<file path="src/rtl/bus_width_conv.sv">
module bus_width_conv #(
  parameter int LANE_W = 9,
  parameter bit NARROW_TO_WIDE = 1'b0
) (
  input  logic                clk,
  input  logic                rst_n,
  input  logic                cfg_little,
  input  logic [1:0]          cfg_width,
  input  logic                in_valid,
  output logic                in_ready,
  input  logic [4*LANE_W-1:0] in_data,
  output logic                out_valid,
  input  logic                out_ready,
  output logic [4*LANE_W-1:0] out_data
);
  localparam int WIDE_W = 4 * LANE_W;

  logic              le_q;
  logic [1:0]        wm_q;
  logic [1:0]        idx_q;
  logic              busy_q;
  logic [WIDE_W-1:0] word_q;
  logic [1:0]        last_idx, pos;
  logic [7:0]        pw, sh;
  logic [WIDE_W-1:0] mask;

  always_ff @(posedge clk)
    if (!rst_n) begin
      le_q <= cfg_little;
      wm_q <= cfg_width;
    end

  assign pw       = (wm_q == 2'b01) ? 8'(2*LANE_W) : (wm_q == 2'b10) ? 8'(LANE_W) : 8'(WIDE_W);
  assign last_idx = (wm_q == 2'b01) ? 2'd1 : (wm_q == 2'b10) ? 2'd3 : 2'd0;
  assign pos      = le_q ? idx_q : last_idx - idx_q;
  assign sh       = {6'd0, pos} * pw;
  assign mask     = {WIDE_W{1'b1}} >> (8'(WIDE_W) - pw);

  assign in_ready  = !busy_q;
  assign out_valid = busy_q;

  generate
    if (!NARROW_TO_WIDE) begin : g_split
      assign out_data = (word_q >> sh) & mask;

      always_ff @(posedge clk)
        if (!rst_n) begin
          busy_q <= 1'b0;
          idx_q  <= 2'd0;
        end else if (in_valid && in_ready) begin
          word_q <= in_data;
          busy_q <= 1'b1;
          idx_q  <= 2'd0;
        end else if (out_valid && out_ready) begin
          if (idx_q == last_idx) busy_q <= 1'b0;
          else idx_q <= idx_q + 2'd1;
        end


      split_hold_chk: assert property (@(posedge clk) disable iff (!rst_n)
        in_valid && in_ready |=> out_valid && !in_ready);
    end else begin : g_gather
      assign out_data = word_q;

      always_ff @(posedge clk)
        if (!rst_n) begin
          busy_q <= 1'b0;
          idx_q  <= 2'd0;
        end else if (in_valid && in_ready) begin
          word_q <= (word_q & ~(mask << sh)) | ((in_data & mask) << sh);
          if (idx_q == last_idx) begin
            busy_q <= 1'b1;
            idx_q  <= 2'd0;
          end else idx_q <= idx_q + 2'd1;
        end else if (out_valid && out_ready) begin
          busy_q <= 1'b0;
        end


      gather_rise_chk: assert property (@(posedge clk) disable iff (!rst_n)
        $rose(out_valid) |-> $past(in_valid && in_ready));
    end
  endgenerate


  out_hold_chk: assert property (@(posedge clk) disable iff (!rst_n)
    out_valid && !out_ready |=> out_valid && $stable(out_data));


  cfg_lock_chk: assert property (@(posedge clk) disable iff (!rst_n)
    $past(rst_n) |-> $stable(le_q) && $stable(wm_q));


  reset_idle_chk: assert property (@(posedge clk) !rst_n |=> !out_valid);
endmodule

</file>
<file path="config.mk">
export PLATFORM = sky130hd
export DESIGN_NAME = bus_width_conv
export DESIGN_NICKNAME = d
export VERILOG_FILES = /design/src/rtl/bus_width_conv.sv
export SDC_FILE = /design/constraint.sdc
export NUM_CORES = 1
export LEC_CHECK = 0
export BUFFER_PORTS_ARGS = -buffer_cell sky130_fd_sc_hd__buf_2
export CORE_ASPECT_RATIO = 0.75
export CORE_MARGIN = 5
export CORE_UTILIZATION = 50
export CTS_CLUSTER_DIAMETER = 60
export DETAILED_ROUTE_END_ITERATION = 8
export PLACE_DENSITY = 0.88
export SYNTH_ARGS = -nofsm -noshare
export SYNTH_HDL_FRONTEND = slang
export SYNTH_SLANG_ARGS = --single-unit
</file>
<file path="constraint.sdc">
create_clock -name clk -period 4 [get_ports clk]
set_input_delay 0.4 -clock clk [delete_from_list [all_inputs] [get_ports clk]]
set_output_delay 0.4 -clock clk [all_outputs]
set_load 0.01 [all_outputs]
</file>
==> impl_summary.txt <==
----------------------------------------------------
[Pwr]
  Part of the power in registers ... 0.192
  Power, Total ... 2.768 mW
  Switching component of the power ... 1.087 mW
  Internal power component ... about 1.7 mW
  Power share of the combinational group ... 0.619
  Leak ... approximately 2.9 nW
  Maximum vdd drop ... ~270 µV
  Switching power share of the total ... 0.3927
  Total power density per cell area ... just under 400 nW/µm²
  Clk network pwr share ... 0.189

[CTS]
  Source-to-sink clock delay at the later pin of the worst-skew pair ... about 300 ps
  CTS max path bufs ... 2
  H-tree levels ... 2
  Clock slew at the register clock pins of the worst setup and hold paths ... about 70 ps
  Clock tree from TritonCTS ... built
  Hold-fix buffers, CTS ... 0
  Number of buffers added by the clock tree synthesis step ... 5
  CTS sink cnt ... 42
  Root Buffer Master ... sky130_fd_sc_hd__clkbuf_16

[Synthesis]
  Multiplexer fraction of the synthesized cell area ... 0.3227
  Count of mapped cells out of synthesis ... approximately 430
  Avg Cell Area, Syn ... approximately 10 µm²
  Sequential share of the synthesized area ... 0.2803
  Post-Synth XOR/XNOR Area ... 0.02336
  Largest family of logic cells by synthesized area ... multiplexers
  Synthesis warning total ... 0
  Post-synth cell types ... roughly 70
  Fraction of the mapped netlist area in compound gates ... 0.1393
  Primary FF master, synth ... sky130_fd_sc_hd__edfxtp_1
  Adder-cell share of the synthesized area ... 0.02165
  Synthesized Nets ... between 400 and 500
  Number of enable-type register cells in the synthesized netlist ... 39
  Cell area after synthesis ... approximately 4400 µm²
  Post-Synth Simple-Gate Area ... 0.1567
  Async SR Flop Fraction ... 0
  Flip-flop and latch count after synthesis ... 42

[Die]
  # IOs ... about 80
  Floorplan die area ... around 11000 µm²
  Die height ... around 91 µm
  Row count ... 29
  Starting Density ... 0.5152
  Core outline area ... around 8500 µm²
  Chip width ... between 100 and 150 µm

[GRT]
  Via count of the first global-routing pass ... about 5000
  GRT Total Usage ... 0.3282
  Wire length of the first global-routing pass ... 27880 µm
  Antenna violations before repair ... 0
  Grt total ovfl ... 0
  Largest net degree at the start of global routing ... 43

[Placed design]
  Pre-CTS setup slack ... -385.9 ps
  GP Congestion ... roughly 0.96
  Instance count after placement with tap cells included ... ~680
  Number of port buffers ... 80
  HPWL after DPL ... 11510 µm

[STA]
  Pin slew with the least headroom to its limit ... between 1000 and 1500 ps
  Clock skew after layout ... 13.93 ps
  Setup TNS ... -14610 ps
  Period Utilization, post-route ... 1.151
  Number of endpoints with negative hold slack in the final report ... 0
  Final period demand of the worst path ... 4604 ps
  Rel. slew slack ... 0.2328
  Total count of max-transition violations in the final report ... 0
  Final setup violation count ... 36
  Post-route setup slack ... -604.3 ps
  RSZ-0062 raised after global routing ... true
  Achievable clock frequency ... about 220 MHz

[Route]
  Met2 Wirelength ... about 9000 µm
  Met1 wire length ... 6952 µm
  Total number of vias ... ~5300
  First-pass iteration count of the detailed router ... 5
  Antenna violation net count after detailed routing ... 0
  DR DRC count ... 0
  First DRT Iteration DRCs ... around 990
  Met3 routed WL ... 3287 µm
  Via density ... around 7.4
  Wire length after detailed routing ... 20700 µm
  Top Metal Used ... met4
  Post-detailed-route wirelength per cell ... 28.79 µm

[Critical path]
  Signal arrival time at the worst endpoint ... ~4200 ps
  Reg-to-reg slack, setup ... ~2100 ps
  Terminus of the critical flop-to-flop path ... idx_q[1]
  Crit Path Max Fanout ... 4
  Worst Setup End Kind ... primary output
  Critical path type ... flop to primary output
  Sort of element at the start of the critical path ... flop
  First element of the critical path ... wm_q[1]
  Endpoint of the worst setup timing path ... out_data[18]
  Reg2reg path depth ... 7
  Reg2Reg Launch Point ... wm_q[1]
  Required time of the critical path ... between 3000 and 4000 ps

[Final layout]
  Antenna diodes ... 0
  Synthesis-to-finish area growth ... 58.67%
  Filler-free cell count of the finished design ... about 720
  Final net count ... 660
  Number of filler instances in the final layout ... ~400
  Share of post-route cells with drive strength above 1 ... 0.6219

[Worst hold path]
  Min-Delay Path Class ... input port to flop

[Outcome]
  Violated checks ... negative setup slack
  Outcome ... finished, violations left

[Job]
  MaxCap Viol Count ... 0

----------------------------------------------------
==> area by class of cell <==
type | instances | area, µm² | share of cell area
Clock buffer | 5 | 125.1 | 0.01795
Timing Repair Buffer | 206 | 1669 | 0.2395
Sequential cell | 42 | 1231 | 0.1766
Inverter | 16 | 77.57 | 0.01113
Tap cell | 108 | 135.1 | 0.01939
Multi-Input combinational cell | 339 | 3669 | 0.5263
Clock inverter | 3 | 63.81 | 0.009155
==> worst max-delay path, cell delays in order (launching register included) <==
cell	delay, ps
sky130_fd_sc_hd__edfxtp_1	470
sky130_fd_sc_hd__ha_4	260
sky130_fd_sc_hd__ha_4	180
sky130_fd_sc_hd__or3_4	340
sky130_fd_sc_hd__a21oi_4	180
sky130_fd_sc_hd__ha_4	160
sky130_fd_sc_hd__inv_2	40
sky130_fd_sc_hd__fa_2	380
sky130_fd_sc_hd__buf_12	160
sky130_fd_sc_hd__xor2_4	190
sky130_fd_sc_hd__buf_4	150
sky130_fd_sc_hd__mux2i_1	140
sky130_fd_sc_hd__mux4_2	520
sky130_fd_sc_hd__nand2_2	110
sky130_fd_sc_hd__o311ai_4	130
sky130_fd_sc_hd__mux2_4	310
sky130_fd_sc_hd__nor2_4	90
sky130_fd_sc_hd__buf_6	100
==> synth_stat cells (2+ instances only) <==
cell type | instances | area [µm²]
sky130_fd_sc_hd__o22ai_1 | 4 | 25.02
sky130_fd_sc_hd__a211oi_1 | 7 | 52.55
sky130_fd_sc_hd__or3_1 | 3 | 18.77
sky130_fd_sc_hd__o211ai_1 | 3 | 22.52
sky130_fd_sc_hd__mux2_2 | 3 | 33.78
sky130_fd_sc_hd__o31ai_1 | 3 | 22.52
sky130_fd_sc_hd__inv_1 | 13 | 48.80
sky130_fd_sc_hd__o21ai_0 | 7 | 35.03
sky130_fd_sc_hd__inv_2 | 2 | 7.510
sky130_fd_sc_hd__buf_1 | 2 | 7.510
sky130_fd_sc_hd__a32o_1 | 4 | 40.04
sky130_fd_sc_hd__xnor2_1 | 6 | 52.55
sky130_fd_sc_hd__nor3_1 | 11 | 55.05
sky130_fd_sc_hd__nand2b_1 | 3 | 18.77
sky130_fd_sc_hd__mux2i_1 | 52 | 520.5
sky130_fd_sc_hd__o22a_1 | 2 | 17.52
sky130_fd_sc_hd__mux4_2 | 36 | 810.8
sky130_fd_sc_hd__a21oi_1 | 23 | 115.1
sky130_fd_sc_hd__a21o_1 | 3 | 22.52
sky130_fd_sc_hd__and2_1 | 4 | 25.02
sky130_fd_sc_hd__dfxtp_1 | 3 | 60.06
sky130_fd_sc_hd__ha_1 | 6 | 75.07
sky130_fd_sc_hd__o21a_1 | 3 | 22.52
sky130_fd_sc_hd__nor2b_1 | 9 | 56.30
sky130_fd_sc_hd__nand2_1 | 50 | 187.7
sky130_fd_sc_hd__clkbuf_1 | 12 | 45.04
sky130_fd_sc_hd__o311ai_1 | 2 | 17.52
sky130_fd_sc_hd__nand3_1 | 16 | 80.08
sky130_fd_sc_hd__xor2_1 | 2 | 17.52
sky130_fd_sc_hd__nor2_1 | 29 | 108.9
sky130_fd_sc_hd__and3_1 | 7 | 43.79
sky130_fd_sc_hd__edfxtp_1 | 39 | 1171
sky130_fd_sc_hd__a311oi_1 | 3 | 26.28
sky130_fd_sc_hd__o31a_1 | 2 | 17.52
sky130_fd_sc_hd__buf_2 | 12 | 60.06
sky130_fd_sc_hd__nor4_1 | 3 | 18.77
sky130_fd_sc_hd__buf_12 | 2 | 40.04
sky130_fd_sc_hd__a41oi_1 | 2 | 17.52
sky130_fd_sc_hd__a2bb2oi_1 | 2 | 17.52
==> metal layers <==
| metal | up-vias | global-route usage |
|---|---|---|
| li1 | 2028 | - |
| met1 | 2438 | 0.4121 |
| met2 | 626 | 0.5131 |
| met3 | 196 | 0.1081 |
| met4 | 0 | 0.1576 |
| met5 | - | 0 |
==> flip-flops by register name, indices dropped and copies added, names as in the netlist <==
| signal | count |
|---|---|
| word_q | 36 |
| idx_q | 2 |
| wm_q | 2 |
| le_q | 1 |
| out_valid | 1 |
==> worst min-delay path by stage <==
stage	end	slack [ps]	depth (start not counted)	start
after global placement	out_valid	510	1	out_valid
after detailed placement	out_valid	520	1	out_valid
final	word_q[34]	280	1	in_data[34]
after global routing	word_q[20]	280	1	in_data[20]
after floorplan	le_q	500	0	cfg_little
after CTS	wm_q[0]	280	1	cfg_width[0]
==> layout by cell type, fill, tap and decap left out, types with 4 or more instances in the layout <==
cell                        netlist  final
sky130_fd_sc_hd__buf_12           2     10
sky130_fd_sc_hd__nand2_1         50     41
sky130_fd_sc_hd__buf_8            1      5
sky130_fd_sc_hd__xnor2_1          6      5
sky130_fd_sc_hd__a21oi_2          1     11
sky130_fd_sc_hd__nand3_1         16     10
sky130_fd_sc_hd__nor3_2           0      8
sky130_fd_sc_hd__buf_4            0     88
sky130_fd_sc_hd__nor2_1          29     17
sky130_fd_sc_hd__clkbuf_16        0      5
sky130_fd_sc_hd__a21oi_1         23      8
sky130_fd_sc_hd__nand3_2          0      4
sky130_fd_sc_hd__inv_1           13     10
sky130_fd_sc_hd__and3_1           7      5
sky130_fd_sc_hd__buf_2           12     75
sky130_fd_sc_hd__nor2_4           0      5
sky130_fd_sc_hd__nand2_2          0      7
sky130_fd_sc_hd__o21ai_2          1      6
sky130_fd_sc_hd__ha_4             0      5
sky130_fd_sc_hd__a21oi_4          0      5
sky130_fd_sc_hd__edfxtp_1        39     39
sky130_fd_sc_hd__buf_6            1     26
sky130_fd_sc_hd__a211oi_2         1      7
sky130_fd_sc_hd__mux2i_1         52     47
sky130_fd_sc_hd__mux4_2          36     36
sky130_fd_sc_hd__nor2_2           0      7
sky130_fd_sc_hd__nor2b_1          9      6
==> metrics by stage <==
stage	hold WS, ps	util	instance area, µm²
2_1_floorplan	498.9	-	4533
3_3_place_gp	509.4	0.6599	5627
3_5_place_dp	523.0	0.6599	5627
4_1_cts	282.4	0.7792	6644
5_1_grt	283.1	0.8175	6970
6_report	278.2	0.8175	6970
==> power by group through the flow <==
stage | clock (mW) | sequential (mW) | combinational, mW
5_1_grt | 0.540 | 0.531 | 1.76
4_1_cts | 0.522 | 0.526 | 1.48
3_3_place_gp | 0 | 0.532 | 1.17
2_1_floorplan | 0 | 0.528 | 0.729
6_report | 0.524 | 0.531 | 1.71
3_5_place_dp | 0 | 0.534 | 1.21
==> cells by family after synthesis <==
logic type      count (synthesis)
compound gates                 85
flops                          42
buf+inv                        46
fa+ha+maj                       7
xor+xnor                       10
mux                            94
simple gates                  143
==> what timing repair did <==
item,4_1_cts,5_1_grt
pin swaps,58,37
cloned,5,0
buffers inserted,20,16
hold endpoints to repair,0,0
setup endpoints to repair,36,36
resized for setup,133,55
(Power assumes the default switching activity.)
